<file path="config.mk">
export PLATFORM = sky130hd
export DESIGN_NAME = can_mode_seq
export DESIGN_NICKNAME = d
export VERILOG_FILES = /design/src/rtl/can_seq_pkg.sv /design/src/rtl/can_idle_detect.sv /design/src/rtl/can_role_arb.sv /design/src/rtl/can_rstbit_ctrl.sv /design/src/rtl/can_tmr_gate.sv /design/src/rtl/can_mode_seq.sv
export SDC_FILE = /design/constraint.sdc
export NUM_CORES = 1
export LEC_CHECK = 0
export BUFFER_PORTS_ARGS = -buffer_cell sky130_fd_sc_hd__buf_2
export CAP_MARGIN = 5
export CORE_MARGIN = 5
export CORE_UTILIZATION = 46
export CTS_BUF_LIST = sky130_fd_sc_hd__clkbuf_8
export DETAILED_ROUTE_END_ITERATION = 16
export PLACE_DENSITY = 0.82
export SLEW_MARGIN = 15
export SYNTH_ARGS = -nofsm -noshare
export SYNTH_HDL_FRONTEND = slang
export SYNTH_SLANG_ARGS = --single-unit
</file>
<file path="constraint.sdc">
create_clock -name clk -period 1.65 [get_ports clk]
set_input_delay 0.33 -clock clk [delete_from_list [all_inputs] [get_ports clk]]
set_output_delay 0.33 -clock clk [all_outputs]
set_load 0.02 [all_outputs]
</file>
<file path="src/rtl/can_seq_pkg.sv">
package can_seq_pkg;
    typedef enum logic [1:0] {
        MODE_CFG    = 2'd0,
        MODE_SYNC   = 2'd1,
        MODE_ACTIVE = 2'd2
    } mode_e;

    typedef enum logic [1:0] {
        ROLE_IDLE = 2'd0,
        ROLE_RX   = 2'd1,
        ROLE_TX   = 2'd2
    } role_e;
endpackage

</file>
<file path="src/rtl/can_idle_detect.sv">
module can_idle_detect #(
    parameter int IDLE_BITS = 11
) (
    input  logic clk,
    input  logic rst_n,
    input  logic enable,
    input  logic strobe,
    input  logic bus_bit,
    output logic done
);
    localparam int CW = $clog2(IDLE_BITS + 1);
    localparam logic [CW-1:0] LAST = CW'(IDLE_BITS - 1);

    typedef struct packed {
        logic [CW-1:0] cnt;
    } st_t;

    st_t s_d, s_q;

    always_comb begin
        s_d  = s_q;
        done = 1'b0;
        if (!enable) begin
            s_d.cnt = '0;
        end else if (strobe) begin
            if (!bus_bit) begin
                s_d.cnt = '0;
            end else if (s_q.cnt == LAST) begin
                done    = 1'b1;
                s_d.cnt = '0;
            end else begin
                s_d.cnt = s_q.cnt + 1'b1;
            end
        end
    end

    always_ff @(posedge clk or negedge rst_n) begin
        if (!rst_n) s_q <= '0;
        else        s_q <= s_d;
    end
endmodule

</file>
<file path="src/rtl/can_role_arb.sv">
module can_role_arb
    import can_seq_pkg::*;
(
    input  logic clk,
    input  logic rst_n,
    input  logic active,
    input  logic abort,
    input  logic tx_any,
    input  logic strobe,
    input  logic bus_bit,
    input  logic arb_lost,
    input  logic frame_done,
    output logic role_tx,
    output logic role_rx
);
    typedef struct packed {
        role_e role;
    } st_t;

    st_t s_d, s_q;

    always_comb begin
        s_d = s_q;
        if (!active || abort) begin
            s_d.role = ROLE_IDLE;
        end else begin
            unique case (s_q.role)
                ROLE_IDLE: begin
                    if (tx_any)                  s_d.role = ROLE_TX;
                    else if (strobe && !bus_bit) s_d.role = ROLE_RX;
                end
                ROLE_TX: begin
                    if (arb_lost)        s_d.role = ROLE_RX;
                    else if (frame_done) s_d.role = ROLE_IDLE;
                end
                ROLE_RX: begin
                    if (frame_done) s_d.role = ROLE_IDLE;
                end
                default: s_d.role = ROLE_IDLE;
            endcase
        end
    end

    always_ff @(posedge clk or negedge rst_n) begin
        if (!rst_n) s_q <= '{role: ROLE_IDLE};
        else        s_q <= s_d;
    end

    assign role_tx = (s_q.role == ROLE_TX);
    assign role_rx = (s_q.role == ROLE_RX);
endmodule

</file>
<file path="src/rtl/can_rstbit_ctrl.sv">
module can_rstbit_ctrl (
    input  logic clk,
    input  logic rst_n,
    input  logic set_req,
    input  logic clr_req,
    input  logic timing_ok,
    input  logic irq_clr,
    input  logic enter_cfg,
    output logic rst_bit,
    output logic irq_flag
);
    typedef struct packed {
        logic rst_bit;
        logic irq;
    } st_t;

    st_t s_d, s_q;

    always_comb begin
        s_d = s_q;
        if (clr_req && timing_ok) s_d.rst_bit = 1'b0;
        if (set_req)              s_d.rst_bit = 1'b1;
        if (irq_clr)              s_d.irq     = 1'b0;
        if (enter_cfg)            s_d.irq     = 1'b1;
    end

    always_ff @(posedge clk or negedge rst_n) begin
        if (!rst_n) s_q <= '{rst_bit: 1'b1, irq: 1'b1};
        else        s_q <= s_d;
    end

    assign rst_bit  = s_q.rst_bit;
    assign irq_flag = s_q.irq;
endmodule

</file>
<file path="src/rtl/can_tmr_gate.sv">
module can_tmr_gate (
    input  logic clk,
    input  logic rst_n,
    input  logic ctrl_wr,
    input  logic trig_wr,
    input  logic clear,
    output logic permit
);
    typedef struct packed {
        logic ctrl_seen;
        logic trig_seen;
    } st_t;

    st_t s_d, s_q;

    always_comb begin
        s_d = s_q;
        if (ctrl_wr) s_d.ctrl_seen = 1'b1;
        if (trig_wr) s_d.trig_seen = 1'b1;
        if (clear)   s_d = '0;
    end

    always_ff @(posedge clk or negedge rst_n) begin
        if (!rst_n) s_q <= '0;
        else        s_q <= s_d;
    end

    assign permit = s_q.ctrl_seen && s_q.trig_seen;
endmodule

</file>
<file path="src/rtl/can_mode_seq.sv">
module can_mode_seq
    import can_seq_pkg::*;
#(
    parameter int TX_SLOTS  = 16,
    parameter int IDLE_BITS = 11
) (
    input  logic                clk,
    input  logic                rst_n,
    input  logic                sw_rst_set,
    input  logic                sw_rst_clr,
    input  logic                timing_ok,
    input  logic                irq_clr,
    input  logic                bit_strobe,
    input  logic                bus_bit,
    input  logic [TX_SLOTS-1:0] tx_pend,
    input  logic                arb_lost,
    input  logic                frame_done,
    input  logic                tmr_ctrl_wr,
    input  logic                trig_wr,
    output logic                rst_req,
    output logic                cfg_mode,
    output logic                rst_irq,
    output logic                bus_joined,
    output logic                role_tx,
    output logic                role_rx,
    output logic                tmr_start_ok
);
    typedef struct packed {
        mode_e mode;
    } st_t;

    st_t  s_d, s_q;
    logic rst_bit;
    logic idle_done;
    logic enter_cfg;
    logic tx_any;

    assign tx_any    = |tx_pend;
    assign enter_cfg = sw_rst_set && (s_q.mode != MODE_CFG);

    can_rstbit_ctrl u_rstbit (
        .clk       (clk),
        .rst_n     (rst_n),
        .set_req   (sw_rst_set),
        .clr_req   (sw_rst_clr),
        .timing_ok (timing_ok),
        .irq_clr   (irq_clr),
        .enter_cfg (enter_cfg),
        .rst_bit   (rst_bit),
        .irq_flag  (rst_irq)
    );

    can_idle_detect #(.IDLE_BITS(IDLE_BITS)) u_idle (
        .clk     (clk),
        .rst_n   (rst_n),
        .enable  (s_q.mode == MODE_SYNC),
        .strobe  (bit_strobe),
        .bus_bit (bus_bit),
        .done    (idle_done)
    );

    can_role_arb u_role (
        .clk        (clk),
        .rst_n      (rst_n),
        .active     (s_q.mode == MODE_ACTIVE),
        .abort      (sw_rst_set),
        .tx_any     (tx_any),
        .strobe     (bit_strobe),
        .bus_bit    (bus_bit),
        .arb_lost   (arb_lost),
        .frame_done (frame_done),
        .role_tx    (role_tx),
        .role_rx    (role_rx)
    );

    can_tmr_gate u_tmr (
        .clk     (clk),
        .rst_n   (rst_n),
        .ctrl_wr (tmr_ctrl_wr),
        .trig_wr (trig_wr),
        .clear   (sw_rst_set),
        .permit  (tmr_start_ok)
    );

    always_comb begin
        s_d = s_q;
        if (sw_rst_set) begin
            s_d.mode = MODE_CFG;
        end else begin
            unique case (s_q.mode)
                MODE_CFG:    if (!rst_bit)  s_d.mode = MODE_SYNC;
                MODE_SYNC:   if (idle_done) s_d.mode = MODE_ACTIVE;
                MODE_ACTIVE: s_d.mode = MODE_ACTIVE;
                default:     s_d.mode = MODE_CFG;
            endcase
        end
    end

    always_ff @(posedge clk or negedge rst_n) begin
        if (!rst_n) s_q <= '{mode: MODE_CFG};
        else        s_q <= s_d;
    end

    assign rst_req    = rst_bit;
    assign cfg_mode   = (s_q.mode == MODE_CFG);
    assign bus_joined = (s_q.mode == MODE_ACTIVE);
endmodule

</file>
== Word level (Yosys, flattened, before mapping) ==
Cells that the tools add are included.

* Register bits after elaboration: 12
* Latch bits: 0
* RAM bits: 0
* Memory bits (read-only): 0
* Input bits: 28
* Memories kept: 0

* Add/sub/neg operators: 1
* $mul: 0
* Div/mod/pow operators: 0
* $lt $le $gt $ge: 0
* Equality and inequality tests: 9
* Shift-type cells: 0
* Mux-type cells: 25
* Bitwise gates (word level): 0
* Reduce and logical (&&, ||, !) cells: 16

{| class="wikitable"
|+ Operators by type and width
! kind !! count
|-
| $mux 2 || 9
|-
| $mux 4 || 4
|-
| $reduce_or 16->1 || 1
|-
| $pmux 2 s3 || 2
|-
| $mux 1 || 10
|-
| $reduce_bool 2->1 || 5
|-
| $ne 3x3->1 const B || 2
|-
| $add 4x1->4 const B || 1
|-
| $eq 2x1->1 const B || 2
|-
| $eq 2x2->1 const B || 2
|-
| $eq 4x4->1 const B || 1
|-
| $logic_and 1x1->1 || 4
|-
| $logic_not 2->1 || 2
|-
| $ne 4x2->1 const B || 1
|-
| $logic_not 1->1 || 2
|-
| $ne 2x2->1 const B || 1
|-
| $reduce_and 2->1 || 1
|-
| $logic_or 1x1->1 || 1
|}

== Longest topological paths before layout ==
* Depth in word-level cells: 8
* Mapped depth: 5
* Mapped depth without buffers: 5

== Hierarchy ==
From an unflattened synthesis, not the netlist that was laid out.

* Cells, all modules: 75
* Area, all modules: 777.0 µm²

{| class="wikitable"
|+ Modules (own cells, without submodules)
! module !! instances !! cells each !! area an instance (µm²) !! seq. area each (µm²)
|-
| can_idle_detect || 1 || 30 || 290.3 || 100.1
|-
| can_mode_seq || 1 || 21 || 205.2 || 50.0
|-
| can_role_arb || 1 || 13 || 130.1 || 50.0
|-
| can_tmr_gate || 1 || 5 || 76.3 || 50.0
|-
| can_rstbit_ctrl || 1 || 6 || 75.1 || 52.6
|}

== Worst setup path after synthesis ==
OpenSTA, ideal clock, no wires.

* Path type: register to register
* From: register s_q[0] (netlist name)
* To: register u_role.s_q[0] (netlist name)
* Data arrival time: 1.269 ns
* Required time: 1.585 ns
* Path slack: 0.316 ns
* Stages on the path, launching flop included: 6
* Path buffers: 0
* Period minus slack after synthesis: 1.334 ns
* Cell sequence: dfrtp_1 -> inv_1 -> ha_1 -> nor3b_1 -> and3b_1 -> a31o_1

* Cells in the longest elaborated chain, start to end: 4
* Elaborated cells on any way between the ends: 5

{| class="wikitable"
|+ Ends and longest elaborated chain
! what !! RTL line !! text
|-
| start, declared || can_mode_seq.sv:32 || <nowiki>st_t s_d, s_q;</nowiki>
|-
| start signal, assigned || can_mode_seq.sv:100 || <nowiki>if (!rst_n) s_q <= '{mode: MODE_CFG};</nowiki>
|-
| $eq 2x2->1 (*) || n/a ||
|-
| net bus_joined || can_mode_seq.sv:23 || <nowiki>output logic bus_joined,</nowiki>
|-
| $logic_not 1->1 (*) || can_role_arb.sv:24 || <nowiki>if (!active || abort) begin</nowiki>
|-
| $logic_or 1x1->1 (*) || can_role_arb.sv:24 ||
|-
| $ne 4x2->1 (no source line) or $mux 2 (tied branches) || n/a ||
|-
| end signal, assigned || can_role_arb.sv:45 || <nowiki>if (!rst_n) s_q <= '{role: ROLE_IDLE};</nowiki>
|-
| end, declared || can_role_arb.sv:20 || <nowiki>st_t s_d, s_q;</nowiki>
|}

Mark *: on every way through the listed nets, which the timed path passes. The rest lies on a longest branch.
A chain may end at the register's enable or synchronous reset.

== Worst setup path after layout ==
* From: register s_q[0] (netlist name)
* To: output cfg_mode

* Cells in the longest elaborated chain, start to end: 1

{| class="wikitable"
|+ Ends and longest elaborated chain
! what !! RTL line !! text
|-
| $logic_not 2->1 || can_mode_seq.sv:105 || <nowiki>assign cfg_mode = (s_q.mode == MODE_CFG);</nowiki>
|-
| end, declared || can_mode_seq.sv:21 || <nowiki>output logic cfg_mode,</nowiki>
|}

No other way between the ends.

==> results.json <==
{
  "setup_viol": 0,
  "synth_enable_flop_cells": 0,
  "initial_core_util": 0.4807,
  "synthToLayoutAreaGrowth_pct": 33.74,
  "drc_errors": 0,
  "crit_fanout": 5,
  "tns_ns": 0,
  "outcome": "completed",
  "slew_viol_final": 0,
  "cts_root_buf": "clkbuf_8",
  "gp_congestion": 0.8217,
  "tightest_slew_ns": 0.3215,
  "p_leak_nw": 0.4916,
  "clock.fmax_mhz": 649.6,
  "crit_type": "reg -> out",
  "cts.sinks": 12,
  "post-cts-setup-buffer-count": 0,
  "hold_violations": 0,
  "htreeDepth": 1,
  "syn-num-nets": 108,
  "num_rows": 14,
  "ant_nets": 0,
  "initialDrtViolationCount": 6,
  "ys_warn_count": 0,
  "coreArea_um2": 1489,
  "final_common_cell": "buf_2",
  "ys_types": 31,
  "vias": 678,
  "holdCritPathClass": "in -> reg",
  "die_height_um": 49.45,
  "avgSynthCellArea_um2": 9.542,
  "synthArstFlopShare": 1.000,
  "grt.total_usage": 0.1461,
  "path_clk_slew_ns": 0.05,
  "place_hpwl_mm": 1.323,
  "maxCapViolations": 0,
  "io_pins": 35,
  "fin_crit_ns": 1.539,
  "cp.arrival_ns": 1.21,
  "final_cell_mix": "buf_2 (34), nand2_1 (10), dfrtp_1 (10)",
  "cp-end-kind": "primary output",
  "avgRoutedWirePerCell_um": 12.53,
  "grt_pass1_vias": 682,
  "clk_latency_ns": 0.23,
  "dieWidth_um": 49.45,
  "synthCells": 75,
  "clockBufferDepth": 2,
  "antenna_found_initial": 0,
  "drt_wl_total_mm": 1.616,
  "hold_ws_ns": 0.2543,
  "cts_tree": "yes",
  "die_area_um2": 2445,
  "vias_per_cell": 5.256,
  "p_per_area_nw_per_um2": 748.4,
  "cp-start-kind": "register",
  "finalNetCount": 148,
  "relSlewSlack": 0.7857,
  "n_antenna_cell": 0,
  "synth_area_um2": 715.7,
  "final_layout_size_suffix_gt1_frac": 0.3805,
  "overflow": 0,
  "rsz0062_at_grt": "false",
  "cp_data_required_time_ns": 1.32,
  "cts_buffers": 3,
  "synth_ff_type": "dfrtp_1",
  "portBuffers": 34,
  "drtPass1Iterations": 4,
  "grt_start_max_net_pins": 13,
  "ys_seq_area_frac": 0.4231,
  "layout_worst_path_cycle_share": 0.9330,
  "ir_drop_mv": 0.7244,
  "grt_pass1_wl_mm": 2.842,
  "clock_skew_ns": 0.0004397,
  "ys_seq_elements": 12
}
==> worst max-delay path, stage by stage (launching register included) <==
cell     delay (ns)
dfrtp_1        0.39
inv_1          0.11
ha_1           0.26
buf_2          0.21
==> per-layer routing <==
metal	part of all wire	wire [um]	global-route usage
met1	0.42	671	0.1775
met2	0.50	800	0.2403
met3	0.082	132	0.07339
met4	0.0068	11	0.01310
met5	0	0	0
==> repair_timing <==
action                    in CTS  in global routing
hold endpoints to repair      10                  0
gates resized for setup        0                  0
hold buffers                   1                  0
==> power breakdown <==
part           total, mW  switching [mW]  internal [mW]
clock network      0.254          0.0941          0.160
registers          0.324          0.0104          0.314
logic              0.138          0.0747         0.0638
==> final timing paths <==
path / cells after the start / slack [ns] / start / endpoint
worst max register to register: 5 / 0.23 / s_q[1] / s_q[1]
worst max-delay path: 3 / 0.11 / s_q[0] / cfg_mode
worst min register to register: 2 / 0.48 / u_tmr.s_q[0] / u_tmr.s_q[0]
min in group asynchronous: 2 / 0.50 / rst_n / u_idle.s_q[3]
worst min-delay path: 2 / 0.25 / irq_clr / u_rstbit.irq_flag
max in group asynchronous: 2 / 0.88 / rst_n / u_rstbit.rst_bit
==> per-stage QoR <==
step                      utilization  power [mW]  instances  setup WS (ns)  cell area (um2)
after detailed placement       0.6084      0.4654        125         0.2202            905.9
after floorplan                     -      0.4009         75         0.3156            715.7
final                          0.6429      0.7164        129         0.1106            957.2
after global placement         0.6084      0.4615        125         0.2853            905.9
after CTS                      0.6429      0.7268        129         0.1009            957.2
after global routing           0.6429      0.7614        129        0.03242            957.2
==> layout make-up <==
class,count,area [um2]
clock buffers,3,41.29
fillers,122,531.8
inverters,6,22.52
multi-input cells,57,390.4
flip-flops and latches,12,302.8
well taps,16,20.02
repair buffers,35,180.2
==> cell usage after synthesis (2+ instances only) <==
library cell  instances  area [um2]
dfrtp_1              10       250.2
dfstp_2               2       52.55
nand2_1              10       37.54
ha_1                  5       62.56
inv_1                 6       22.52
and2_1                2       12.51
nor3b_1               2       15.01
o21ai_0               4       20.02
nor2b_1               3       18.77
nor2_1                5       18.77
nor4_1                2       12.51
nand3b_1              2       15.01
nor3_1                2       10.01
and3b_1               2       17.52
o22ai_1               2       12.51
==> kinds of logic (layout without fill, tap and decap cells) <==
group,count (synthesis),after routing,synth area share
adder cells (fa/ha/maj),5,5,0.08741
multiplexers,1,1,0.01399
XOR/XNOR,1,1,0.01224
flip-flops,12,12,0.4231
AO/OA/AOI/OAI,13,13,0.1276
buffers and inverters,6,44,0.03147
AND/OR/NAND/NOR,37,37,0.3042
==> state kept, by name, indices dropped and copies added (netlist names) <==
name / cells
s_q: 2
u_idle.s_q: 4
u_role.s_q: 2
u_rstbit.irq_flag: 1
u_rstbit.rst_bit: 1
u_tmr.s_q: 2
Power figures use the tool's default switching activity.
